**src/rtl/memcfg_pkg.sv**
```systemverilog
package memcfg_pkg;

    localparam int ADDR_W = 8;
    localparam int DATA_W = 32;

    localparam logic [ADDR_W-1:0] OFS_LOCK   = 8'h00;
    localparam logic [ADDR_W-1:0] OFS_COMMIT = 8'h04;
    localparam logic [ADDR_W-1:0] OFS_PROT   = 8'h08;
    localparam logic [ADDR_W-1:0] OFS_TEST   = 8'h0C;
    localparam logic [ADDR_W-1:0] OFS_START  = 8'h10;
    localparam logic [ADDR_W-1:0] OFS_DONE   = 8'h14;
    localparam logic [ADDR_W-1:0] OFS_TLOCK  = 8'h18;

    localparam logic [15:0] TLOCK_KEY = 16'hA5A5;

    typedef enum logic [2:0] {
        SEL_NONE,
        SEL_LOCK,
        SEL_COMMIT,
        SEL_PROT,
        SEL_TEST,
        SEL_START,
        SEL_DONE,
        SEL_TLOCK
    } reg_sel_e;

    typedef struct packed {
        logic              we;
        reg_sel_e          sel;
        logic [DATA_W-1:0] data;
    } bus_wr_t;

    function automatic logic key_ok(input logic [DATA_W-1:0] d);
        return d[31:16] == TLOCK_KEY;
    endfunction

    function automatic reg_sel_e decode_addr(input logic [ADDR_W-1:0] a);
        case (a)
            OFS_LOCK:   return SEL_LOCK;
            OFS_COMMIT: return SEL_COMMIT;
            OFS_PROT:   return SEL_PROT;
            OFS_TEST:   return SEL_TEST;
            OFS_START:  return SEL_START;
            OFS_DONE:   return SEL_DONE;
            OFS_TLOCK:  return SEL_TLOCK;
            default:    return SEL_NONE;
        endcase
    endfunction

endpackage

```
**src/rtl/memcfg_decode.sv**
```systemverilog
module memcfg_decode
    import memcfg_pkg::*;
(
    input  logic [ADDR_W-1:0] bus_addr,
    input  logic              bus_we,
    input  logic [DATA_W-1:0] bus_wdata,
    output bus_wr_t           wr
);
    reg_sel_e sel;

    always_comb begin
        sel     = decode_addr(bus_addr);
        wr.sel  = sel;
        wr.data = bus_wdata;
        // a write to an unmapped offset or the read-only mirror is dropped here
        wr.we   = bus_we && (sel != SEL_NONE) && (sel != SEL_DONE);
    end
endmodule

```
**src/rtl/memcfg_guard.sv**
```systemverilog
module memcfg_guard
    import memcfg_pkg::*;
#(
    parameter int NUM_REGIONS = 4
) (
    input  logic                   clk,
    input  logic                   rst,
    input  bus_wr_t                wr,
    output logic [NUM_REGIONS-1:0] soft_lock,
    output logic [NUM_REGIONS-1:0] commit,
    output logic [NUM_REGIONS-1:0] test_lock,
    output logic [NUM_REGIONS-1:0] blocked
);
    logic [NUM_REGIONS-1:0] wr_bits;
    assign wr_bits = wr.data[NUM_REGIONS-1:0];

    always_ff @(posedge clk) begin
        if (rst) begin
            soft_lock <= '0;
            commit    <= '0;
            test_lock <= '0;
        end else if (wr.we) begin
            case (wr.sel)
                SEL_LOCK:   soft_lock <= wr_bits;
                SEL_COMMIT: commit    <= commit | wr_bits;
                SEL_TLOCK:  if (key_ok(wr.data)) test_lock <= wr_bits;
                default: ;
            endcase
        end
    end

    assign blocked = soft_lock | commit;

    // a set commit bit never returns to 0 while out of reset
    assert_commit_sticky_R3: assert property (@(posedge clk) disable iff (rst)
        ((commit & $past(commit)) == $past(commit)));

    // the test-lock bits change only after a keyed write to their offset
    assert_tlock_key_R4: assert property (@(posedge clk) disable iff (rst)
        (test_lock != $past(test_lock)) |->
            $past(wr.we && wr.sel == SEL_TLOCK && wr.data[31:16] == 16'hA5A5));
endmodule

```
**src/rtl/memcfg_region.sv**
```systemverilog
module memcfg_region
    import memcfg_pkg::*;
#(
    parameter int IDX = 0
) (
    input  logic      clk,
    input  logic      rst,
    input  bus_wr_t   wr,
    input  logic      blocked,
    input  logic      test_locked,
    output logic      fetch_prot,
    output logic      wr_prot,
    output logic [1:0] test_mode,
    output logic      init_start
);
    localparam int FB = 2 * IDX;

    logic wr_ok;
    assign wr_ok = wr.we && !blocked;

    always_ff @(posedge clk) begin
        if (rst) begin
            fetch_prot <= 1'b0;
            wr_prot    <= 1'b0;
            test_mode  <= 2'b00;
            init_start <= 1'b0;
        end else begin
            init_start <= wr_ok && (wr.sel == SEL_START) && wr.data[IDX];
            if (wr_ok && wr.sel == SEL_PROT) begin
                fetch_prot <= wr.data[FB];
                wr_prot    <= wr.data[FB+1];
            end
            if (wr_ok && !test_locked && wr.sel == SEL_TEST)
                test_mode <= wr.data[FB +: 2];
        end
    end

    // a locked or committed region keeps its protection field
    assert_prot_held_R2: assert property (@(posedge clk) disable iff (rst)
        blocked |=> $stable({wr_prot, fetch_prot}));

    // a test-locked region keeps its test mode
    assert_test_held_R5: assert property (@(posedge clk) disable iff (rst)
        (test_locked || blocked) |=> $stable(test_mode));

    // a start pulse only follows an accepted start write
    assert_start_cause_R6: assert property (@(posedge clk) disable iff (rst)
        init_start |-> $past(wr.we && wr.sel == SEL_START && !blocked));
endmodule

```
**src/rtl/memcfg_regbank.sv**
```systemverilog
module memcfg_regbank
    import memcfg_pkg::*;
#(
    parameter int NUM_REGIONS = 4
) (
    input  logic                     clk,
    input  logic                     rst,
    input  logic [7:0]               bus_addr,
    input  logic                     bus_we,
    input  logic [31:0]              bus_wdata,
    output logic [31:0]              bus_rdata,
    input  logic [NUM_REGIONS-1:0]   init_done_i,
    output logic [NUM_REGIONS-1:0]   fetch_prot_o,
    output logic [NUM_REGIONS-1:0]   wr_prot_o,
    output logic [2*NUM_REGIONS-1:0] test_mode_o,
    output logic [NUM_REGIONS-1:0]   init_start_o
);
    localparam int FIELD_W = 2 * NUM_REGIONS;

    bus_wr_t                wr;
    logic [NUM_REGIONS-1:0] soft_lock, commit, test_lock, blocked;
    logic [FIELD_W-1:0]     prot_vec;

    memcfg_decode u_dec (
        .bus_addr  (bus_addr),
        .bus_we    (bus_we),
        .bus_wdata (bus_wdata),
        .wr        (wr)
    );

    memcfg_guard #(.NUM_REGIONS(NUM_REGIONS)) u_guard (
        .clk       (clk),
        .rst       (rst),
        .wr        (wr),
        .soft_lock (soft_lock),
        .commit    (commit),
        .test_lock (test_lock),
        .blocked   (blocked)
    );

    for (genvar g = 0; g < NUM_REGIONS; g++) begin : g_region
        memcfg_region #(.IDX(g)) u_region (
            .clk         (clk),
            .rst         (rst),
            .wr          (wr),
            .blocked     (blocked[g]),
            .test_locked (test_lock[g]),
            .fetch_prot  (fetch_prot_o[g]),
            .wr_prot     (wr_prot_o[g]),
            .test_mode   (test_mode_o[2*g +: 2]),
            .init_start  (init_start_o[g])
        );
        assign prot_vec[2*g]   = fetch_prot_o[g];
        assign prot_vec[2*g+1] = wr_prot_o[g];
    end

    always_comb begin
        case (wr.sel)
            SEL_LOCK:   bus_rdata = DATA_W'(soft_lock);
            SEL_COMMIT: bus_rdata = DATA_W'(commit);
            SEL_PROT:   bus_rdata = DATA_W'(prot_vec);
            SEL_TEST:   bus_rdata = DATA_W'(test_mode_o);
            SEL_DONE:   bus_rdata = DATA_W'(init_done_i);
            SEL_TLOCK:  bus_rdata = DATA_W'(test_lock);
            default:    bus_rdata = '0;
        endcase
    end

    // unmapped offsets always read zero
    assert_unmapped_zero_R8: assert property (@(posedge clk) disable iff (rst)
        (decode_addr(bus_addr) == SEL_NONE) |-> (bus_rdata == '0));

    // the mirror offset follows the completion inputs
    assert_done_mirror_R7: assert property (@(posedge clk) disable iff (rst)
        (bus_addr == 8'h14) |-> (bus_rdata[NUM_REGIONS-1:0] == init_done_i));
endmodule

```
**config.mk**
```make
export PLATFORM = sky130hd
export DESIGN_NAME = memcfg_regbank
export DESIGN_NICKNAME = d
export VERILOG_FILES = /design/src/rtl/memcfg_pkg.sv /design/src/rtl/memcfg_decode.sv /design/src/rtl/memcfg_guard.sv /design/src/rtl/memcfg_region.sv /design/src/rtl/memcfg_regbank.sv
export SDC_FILE = /design/constraint.sdc
export NUM_CORES = 1
export LEC_CHECK = 0
export ABC_AREA = 1
export ABC_CLOCK_PERIOD_IN_PS = 1800
export BUFFER_PORTS_ARGS = -buffer_cell sky130_fd_sc_hd__buf_2
export CAP_MARGIN = 20
export CORE_MARGIN = 1.5
export CORE_UTILIZATION = 45
export DETAILED_ROUTE_END_ITERATION = 10
export PLACE_DENSITY = 0.77
export SYNTH_ARGS = -nofsm -noshare
export SYNTH_HDL_FRONTEND = slang
export SYNTH_HIERARCHICAL = 1
export SYNTH_SLANG_ARGS = --single-unit
```
**constraint.sdc**
```tcl
create_clock -name clk -period 1.8 [get_ports clk]
set_input_delay 0.27 -clock clk [delete_from_list [all_inputs] [get_ports clk]]
set_output_delay 0.27 -clock clk [all_outputs]
set_load 0.02 [all_outputs]
```
==> reports/results.ini, run 1 <==
[clock_network]
cts_buffers=5
clockBufferDepth=2
cts.reportedPaths.clkPinSlew_ps=70
cts_tree=yes
h-tree-depth=2
hold_buffers=0
clock-root-buffer=clkbuf_8
cts_sinks=32
clk_latency_ps=290

[cells_and_area]
diodes=0
area_growth_pct=27.3
drive_gt1_frac=0.351
fin_nets=516
post-route-util=0.591

[drt]
ant_nets=0
wl_per_cell_um=11.4
drtPass1Iterations=4
route.detailed.vias_per_inst=4.84
drc=0
routed_wl_um=6190
top_layer=met4
wl_met3_um=284
num_vias=2624
wl_met2_um=3030
drt_iter0_drc=163
met1_length_um=2710

[outcome]
violations=negative setup slack
outcome=finished, violations left

[floorplanning]
initial_utilization=0.465
die-height_um=78.4
dieWidth_um=78.4
dieArea_sq_mm=0.00615
core_sq_mm=0.00551
rows=27
io_pins=99

[run]
cap_violations=0

[timing]
timing.fmax_mhz=540
slew_violations=0
timing.final.ws_setup_ps=-52.7
skew_ps=3.94
fin_setup_tns_ps=-190
setup_violations=8
hold_viol=0
rsz0062_at_grt=true
finalCriticalPeriod_ps=1850
period_share=1.03

[global_routing]
grt_max_degree=15
grt.total_usage=0.208
grt_pass1_vias=2419
antenna_found_initial=0
grt_first_pass_wirelength_um=10300
overflow=0

[setup_path]
cp.required_ps=1530
critPathKind=in2out
cp-end-kind=output pin
arrival_ps=1580
path_max_fanout=8
cp-start-kind=input pin

[place]
gp_congestion=0.954
hpwl_um=4400
dp_slack_ps=-133
io_buffers=66

[power_and_ir_drop]
powerDensity_mw_per_mm2=497
total_power_uw=1620
vdd_drop_max_mv=0.298
power.leakage_uw=0.00152

[yosys]
synthCells=401
avgSynthCellArea_sq_um=6.38
netlist_area_sq_mm=0.00256
yosysWarnings=6

[worst_hold_path]
hp-class=in2reg

worst paths after layout:
path	cells past startpoint	to	startpoint	slack (ps)
max	13	bus_rdata[0]	bus_addr[7]	-50
min	3	g_region[3].u_region/init_start$_SDFF_PP0_	bus_wdata[3]	260
max reg2reg	6	g_region[3].u_region/test_mode[0]$_SDFFE_PP0P_	u_guard/commit[3]$_SDFFE_PP0P_	520
min reg2reg	2	u_guard/commit[0]$_SDFFE_PP0P_	u_guard/commit[0]$_SDFFE_PP0P_	470
power by group:
part	total (uW)	internal [uW]	switching, uW
Sequential	708	708	0.120
Clock	689	409	280
Combinational	222	80.1	142
Total	1620	1200	422
what timing repair did:
item,4_1_cts,5_1_grt
pin swaps,16,16
setup endpoints to repair,8,14
setup buffers,5,5
resized for setup,39,27
cloned,2,0
critical path, cell delays in order:
cell and delay [ps]:
buf_6 70, nor2_4 40, buf_4 120, nand2_1 60, nor2_1 50, nor2_2 220
nand2_8 120, buf_12 160, nand4_1 90, nand2_1 70, nor2_2 90, nand2_1 80
buf_6 130
flip-flops by register name (all words and copies together) (netlist names):
signal                        count
g_region.u_region/test_mode       8
g_region.u_region/fetch_prot      4
g_region.u_region/init_start      4
g_region.u_region/wr_prot         4
u_guard/commit                    4
u_guard/soft_lock                 4
u_guard/test_lock                 4
cell type report:
type                       instances  area [sq um]
clock buffer                       5          68.8
clock inverter                     3          42.5
fill                             502          2250
inverter                          60           230
multi-input combinational        278          1480
sequential                        32           641
tap                               72          90.1
timing repair buffer              92           701
cell usage in the layout, fill, tap and decap left out, types with 4 or more instances in the layout:
cell type and count:
o21ai_2 4, buf_2 52, or2_2 4, inv_1 53, nand3_2 10, dfxtp_1 32, buf_6 18, o21ai_0 4
a21oi_1 16, inv_2 6, nor2_4 13, nand3_1 32, nor2_2 14, nand4_1 22, buf_4 17, nand2_2 8
nand2_1 69, nor2_1 50, conb_1 24, clkbuf_8 5
routing by layer:
layer | track usage | vias up
li1 | - | 1329
met1 | 0.252 | 1190
met2 | 0.369 | 90
met3 | 0.0314 | 15
met4 | 0.0804 | 0
met5 | 0 | -
stage by stage:
stage | hold WS (ps) | instance area, sq um | std cells
CTS | 257 | 3120 | 537
detailed placement | 458 | 2780 | 522
finish | 264 | 3260 | 542
floorplan | 339 | 2660 | 424
global route | 265 | 3260 | 542
global placement | 446 | 2780 | 522
(Power assumes the default switching activity.)
==> inputs of run 2 (changes only) <==
- CORE_ASPECT_RATIO: unset -> 1.5
- CORE_MARGIN: 1.5 -> 4
==> run 2 against run 1 <==
The run still ends with negative setup slack left; register-to-register slack lost 60 ps; core utilization grew 3.6 points; die area grew 14%; non-clock buffer count grew 18; sequential cell count is the same; combinational power grew 4%; highest routed layer unchanged; critical path depth is the same.
==> reports/results.ini, run 2 (synthesis results as in run 1) <==
[clock_network]
cts.reportedPaths.clkPinSlew_ps=70
hold_buffers=0
clk_latency_ps=290
clockBufferDepth=2
cts_tree=yes
cts_buffers=5
cts_sinks=32
h-tree-depth=2
clock-root-buffer=clkbuf_8

[drt]
met1_length_um=2510
ant_nets=0
num_vias=2780
wl_per_cell_um=13.1
routed_wl_um=7300
route.detailed.vias_per_inst=4.98
wl_met3_um=485
drtPass1Iterations=4
wl_met2_um=4120
drt_iter0_drc=180
top_layer=met4
drc=0

[global_routing]
antenna_found_initial=0
grt.total_usage=0.182
overflow=0
grt_max_degree=14
grt_first_pass_wirelength_um=10500
grt_pass1_vias=2495

[power_and_ir_drop]
total_power_uw=1710
powerDensity_mw_per_mm2=496
vdd_drop_max_mv=0.412
power.leakage_uw=0.00164

[cells_and_area]
top_register=g_region.u_region/test_mode
final_common_cell=nand2_1
final.fill_count=488
drive_gt1_frac=0.385
stdcell_count=558
layout.cells.most_common_list=nand2_1 (66), buf_2 (54), inv_1 (51), nor2_1 (50), nand3_1 (33)
fin_nets=534
multiInputGateArea_sq_mm=0.00151
largest_reg_flops=8
regArea_sq_um=641
diodes=0
area_growth_pct=34.7

[setup_path]
crit_buf_inv=5
reg2reg_slack_ps=460
path_cells=buf_2 > nor2_1 > nand2_1 > nor2_1 > nor2_4 > nand2_8 > clkinv_8 > buf_8 > nand4_1 > nand2_1 > inv_1 > nand2_2 > buf_6
cp-end-kind=output pin
cp_slowest_cell=nor2_1
cp-start-kind=input pin
cp.required_ps=1530
critPathKind=in2out
r2r-end=g_region[1].u_region/wr_prot$_SDFFE_PP0P_
path_max_fanout=8
r2r_cells=6
arrival_ps=1620
rr_startpoint=u_guard/commit[1]$_SDFFE_PP0P_
cpPeakStageDelay_ps=190
crit_family=simple AND/OR/NAND/NOR gates

[place]
io_buffers=66
numPlacedInstances=525
dp_slack_ps=-151
gp_congestion=0.893
hpwl_um=4740

[floorplanning]
die-height_um=100
dieWidth_um=69.6
dieArea_sq_mm=0.00698
core_sq_mm=0.00549
initial_utilization=0.466
rows=33
io_pins=99

[timing]
setup_violations=13
skew_ps=4.98
hold_viol=0
slew_violations=0
timing.final.ws_setup_ps=-94.9
rsz0062_at_grt=true
timing.fmax_mhz=528
period_share=1.05
finalCriticalPeriod_ps=1890

[outcome]
outcome=finished, violations left
violations=negative setup slack

[worst_hold_path]
hold_end=u_guard/commit[0]$_SDFFE_PP0P_
worstHoldStart=bus_wdata[0]
min_path_cells=3
hp-class=in2reg

[run]
cap_violations=0

==> run 2: cell count changes in the layout (fill, tap and decap cells not counted), sizes merged <==
cell and delta:
clkbuf +3, clkinvlp -1, inv -1, buf +17
==> run 2: worst max path at each step <==
stage	slack [ps]	cells after the start	to	start
global placement	-70	11	bus_rdata[1]	bus_addr[4]
detailed placement	-150	10	bus_rdata[6]	bus_addr[2]
global route	-210	14	bus_rdata[1]	bus_addr[2]
CTS	-20	11	bus_rdata[1]	bus_addr[6]
floorplan	10	12	bus_rdata[0]	bus_addr[3]
finish	-90	13	bus_rdata[1]	bus_addr[5]
==> run 2: per-stage QoR <==
| stage | hold slack, ps | cell area, sq um | setup TNS (ps) | util |
|---|---|---|---|---|
| finish | 267 | 3450 | -462 | 0.627 |
| global route | 270 | 3450 | -2890 | 0.627 |
| CTS | 257 | 3120 | -23.4 | 0.569 |
| detailed placement | 460 | 2800 | -1460 | 0.511 |
| global placement | 446 | 2800 | -464 | 0.511 |
| floorplan | 339 | 2660 | 0 | - |
==> run 2: cell type report <==
type | count | area share
clock buffers | 7 | 0.0280
inverters | 60 | 0.0697
repair buffers | 110 | 0.244
clock inverters | 1 | 0.00871
well taps | 70 | 0.0254
flip-flops and latches | 32 | 0.186
multi-input cells | 278 | 0.438
==> run 2: worst min-delay path: stages <==
cell	delay, ps
buf_2	130
nand2_1	60
a21oi_1	50
==> run 2: power breakdown <==
part / internal, uW / switching [uW] / total, uW
clock: 489 / 281 / 769
sequential: 708 / 0.113 / 708
combinational: 83.9 / 147 / 231
total: 1280 / 428 / 1710
==> run 2: repair_timing <==
| action | in CTS | in global routing |
|---|---|---|
| hold endpoints to repair | 0 | 0 |
| gates resized for setup | 31 | 49 |
| pin swaps | 12 | 31 |
| cloned | 1 | 1 |
| buffers inserted | 7 | 17 |
| endpoints found under the setup margin | 8 | 29 |
==> run 2: metal layers <==
layer | GRT usage | vias up
li1 | - | 1363
met5 | 0 | -
met2 | 0.371 | 122
met1 | 0.178 | 1277
met4 | 0.0767 | 0
met3 | 0.0271 | 18
==> inputs of run 3 (changes only) <==
- SETUP_SLACK_MARGIN: unset -> 0.4
==> run 3 against run 2 <==
The flow still finishes with violations (negative setup slack); total power fell by 13%; sequential cell count did not move; non-clock buffer count rose by 3.
==> reports/results.ini, run 3 (synthesis results as in run 1) <==
[outcome]
outcome=finished, violations left
violations=negative setup slack

[drt]
drc=0
wl_per_cell_um=14.8
ant_nets=0
routed_wl_um=8280
wl_met3_um=562
met1_length_um=2670
drtPass1Iterations=4
wl_met2_um=4670
drt_iter0_drc=179
num_vias=2921
route.detailed.vias_per_inst=5.21
top_layer=met4

[place]
dp_slack_ps=-101
numPlacedInstances=527
hpwl_um=4950
gp_congestion=0.864
io_buffers=66

[global_routing]
grt_pass1_vias=2632
grt_max_degree=12
antenna_found_initial=0
grt.total_usage=0.195
overflow=0
grt_first_pass_wirelength_um=11200

[cells_and_area]
top_register=g_region.u_region/test_mode
final_common_cell=nand2_1
stdcell_count=561
area_growth_pct=46.9
final.fill_count=430
post-route-util=0.685
layout.cells.most_common_list=nand2_1 (65), buf_2 (52), inv_1 (47), nor2_1 (43), buf_6 (33)
drive_gt1_frac=0.458
fin_nets=538
diodes=0
largest_reg_flops=8

[clock_network]
h-tree-depth=2
cts_buffers=5
clock-root-buffer=clkbuf_8
clockBufferDepth=2
cts_tree=yes
cts_sinks=32
hold_buffers=0
clk_latency_ps=290
cts.reportedPaths.clkPinSlew_ps=70

[floorplanning]
rows=33
dieWidth_um=69.6
dieArea_sq_mm=0.00698
initial_utilization=0.466
core_sq_mm=0.00549
io_pins=99
die-height_um=100

[timing]
slew_violations=0
timing.fmax_mhz=511
period_share=1.09
rsz0062_at_grt=true
finalCriticalPeriod_ps=1960
skew_ps=3.59
timing.final.ws_setup_ps=-157
setup_violations=8
hold_viol=0

[setup_path]
path_max_fanout=5
cp-start-kind=input pin
cp-end-kind=output pin
arrival_ps=1690
critPathKind=in2out
cp.required_ps=1530

[power_and_ir_drop]
vdd_drop_max_mv=0.242
power.leakage_uw=0.00167
powerDensity_mw_per_mm2=395

[worst_hold_path]
hp-class=in2reg

[run]
cap_violations=0

[run 3: cell count changes in the layout (fill, tap and decap cells not counted), moves of 4 or more]
| cell | previous run | this run |
|---|---|---|
| a21oi_1 | 15 | 11 |
| a21oi_2 | 1 | 5 |
| buf_4 | 31 | 17 |
| buf_6 | 18 | 33 |
| inv_1 | 51 | 47 |
| inv_4 | 1 | 5 |
| nand3_1 | 33 | 16 |
| nand3_2 | 9 | 22 |
| nand3_4 | 1 | 5 |
| nor2_1 | 50 | 43 |
| nor2_2 | 11 | 18 |
| o21ai_0 | 4 | 0 |
| o21ai_4 | 0 | 4 |
[run 3: final timing paths]
path | start | endpoint | slack [ps] | cells after the start
worst max-delay path | bus_addr[5] | bus_rdata[3] | -160 | 12
worst min-delay path | bus_wdata[0] | u_guard/commit[0]$_SDFFE_PP0P_ | 270 | 3
worst max register to register | u_guard/commit[3]$_SDFFE_PP0P_ | g_region[3].u_region/wr_prot$_SDFFE_PP0P_ | 520 | 6
worst min register to register | u_guard/commit[0]$_SDFFE_PP0P_ | u_guard/commit[0]$_SDFFE_PP0P_ | 470 | 2
[run 3: layout make-up]
class                           count  area [sq um]  share of cell area
Clock buffer                        6          72.6              0.0193
Sequential cell                    32           641               0.170
Tap cell                           70          87.6              0.0233
Timing Repair Buffer              113           985               0.262
Clock inverter                      1          5.00             0.00133
Inverter                           60           254              0.0676
Timing Repair inverter              1          11.3             0.00300
Multi-Input combinational cell    278          1700               0.453
[run 3: metal layers]
layer | up-vias | track usage
li1 | 1371 | -
met1 | 1365 | 0.185
met2 | 141 | 0.395
met3 | 44 | 0.0321
met4 | 0 | 0.0977
met5 | - | 0
[run 3: power by group]
group	internal [uW]	total, uW	leakage (uW)	switching, uW
logic	93.8	252	0.00137	158
registers	708	708	0.000258	0.160
clock network	263	526	0.0000410	264
[run 3: timing repair]
item,CTS,global route
cloned,3,1
setup endpoints to repair,34,40
setup buffers,13,10
hold endpoints to repair,0,0
pin swaps,29,45
gates resized for setup,68,60
[run 3: per-stage QoR]
step                      hold slack [ps]  instance area [sq um]  total power, uW  TNS (ps)
after floorplan                       339                   2720              923         0
after global placement                446                   2890              915      -239
after detailed placement              454                   2890              918      -903
after CTS                             268                   3380             1460      -172
after global routing                  283                   3760             1540     -1470
final                                 267                   3760             1490      -649
[run 3: critical path: stages]
cell      delay (ps)
buf_2            120
nor2_2           100
nand2_2           60
nand3b_1         270
nand2_8          160
buf_6            130
buf_16           110
nand4_1          110
nand2_1          110
nor2_2            50
nand2_2           60
buf_6            110
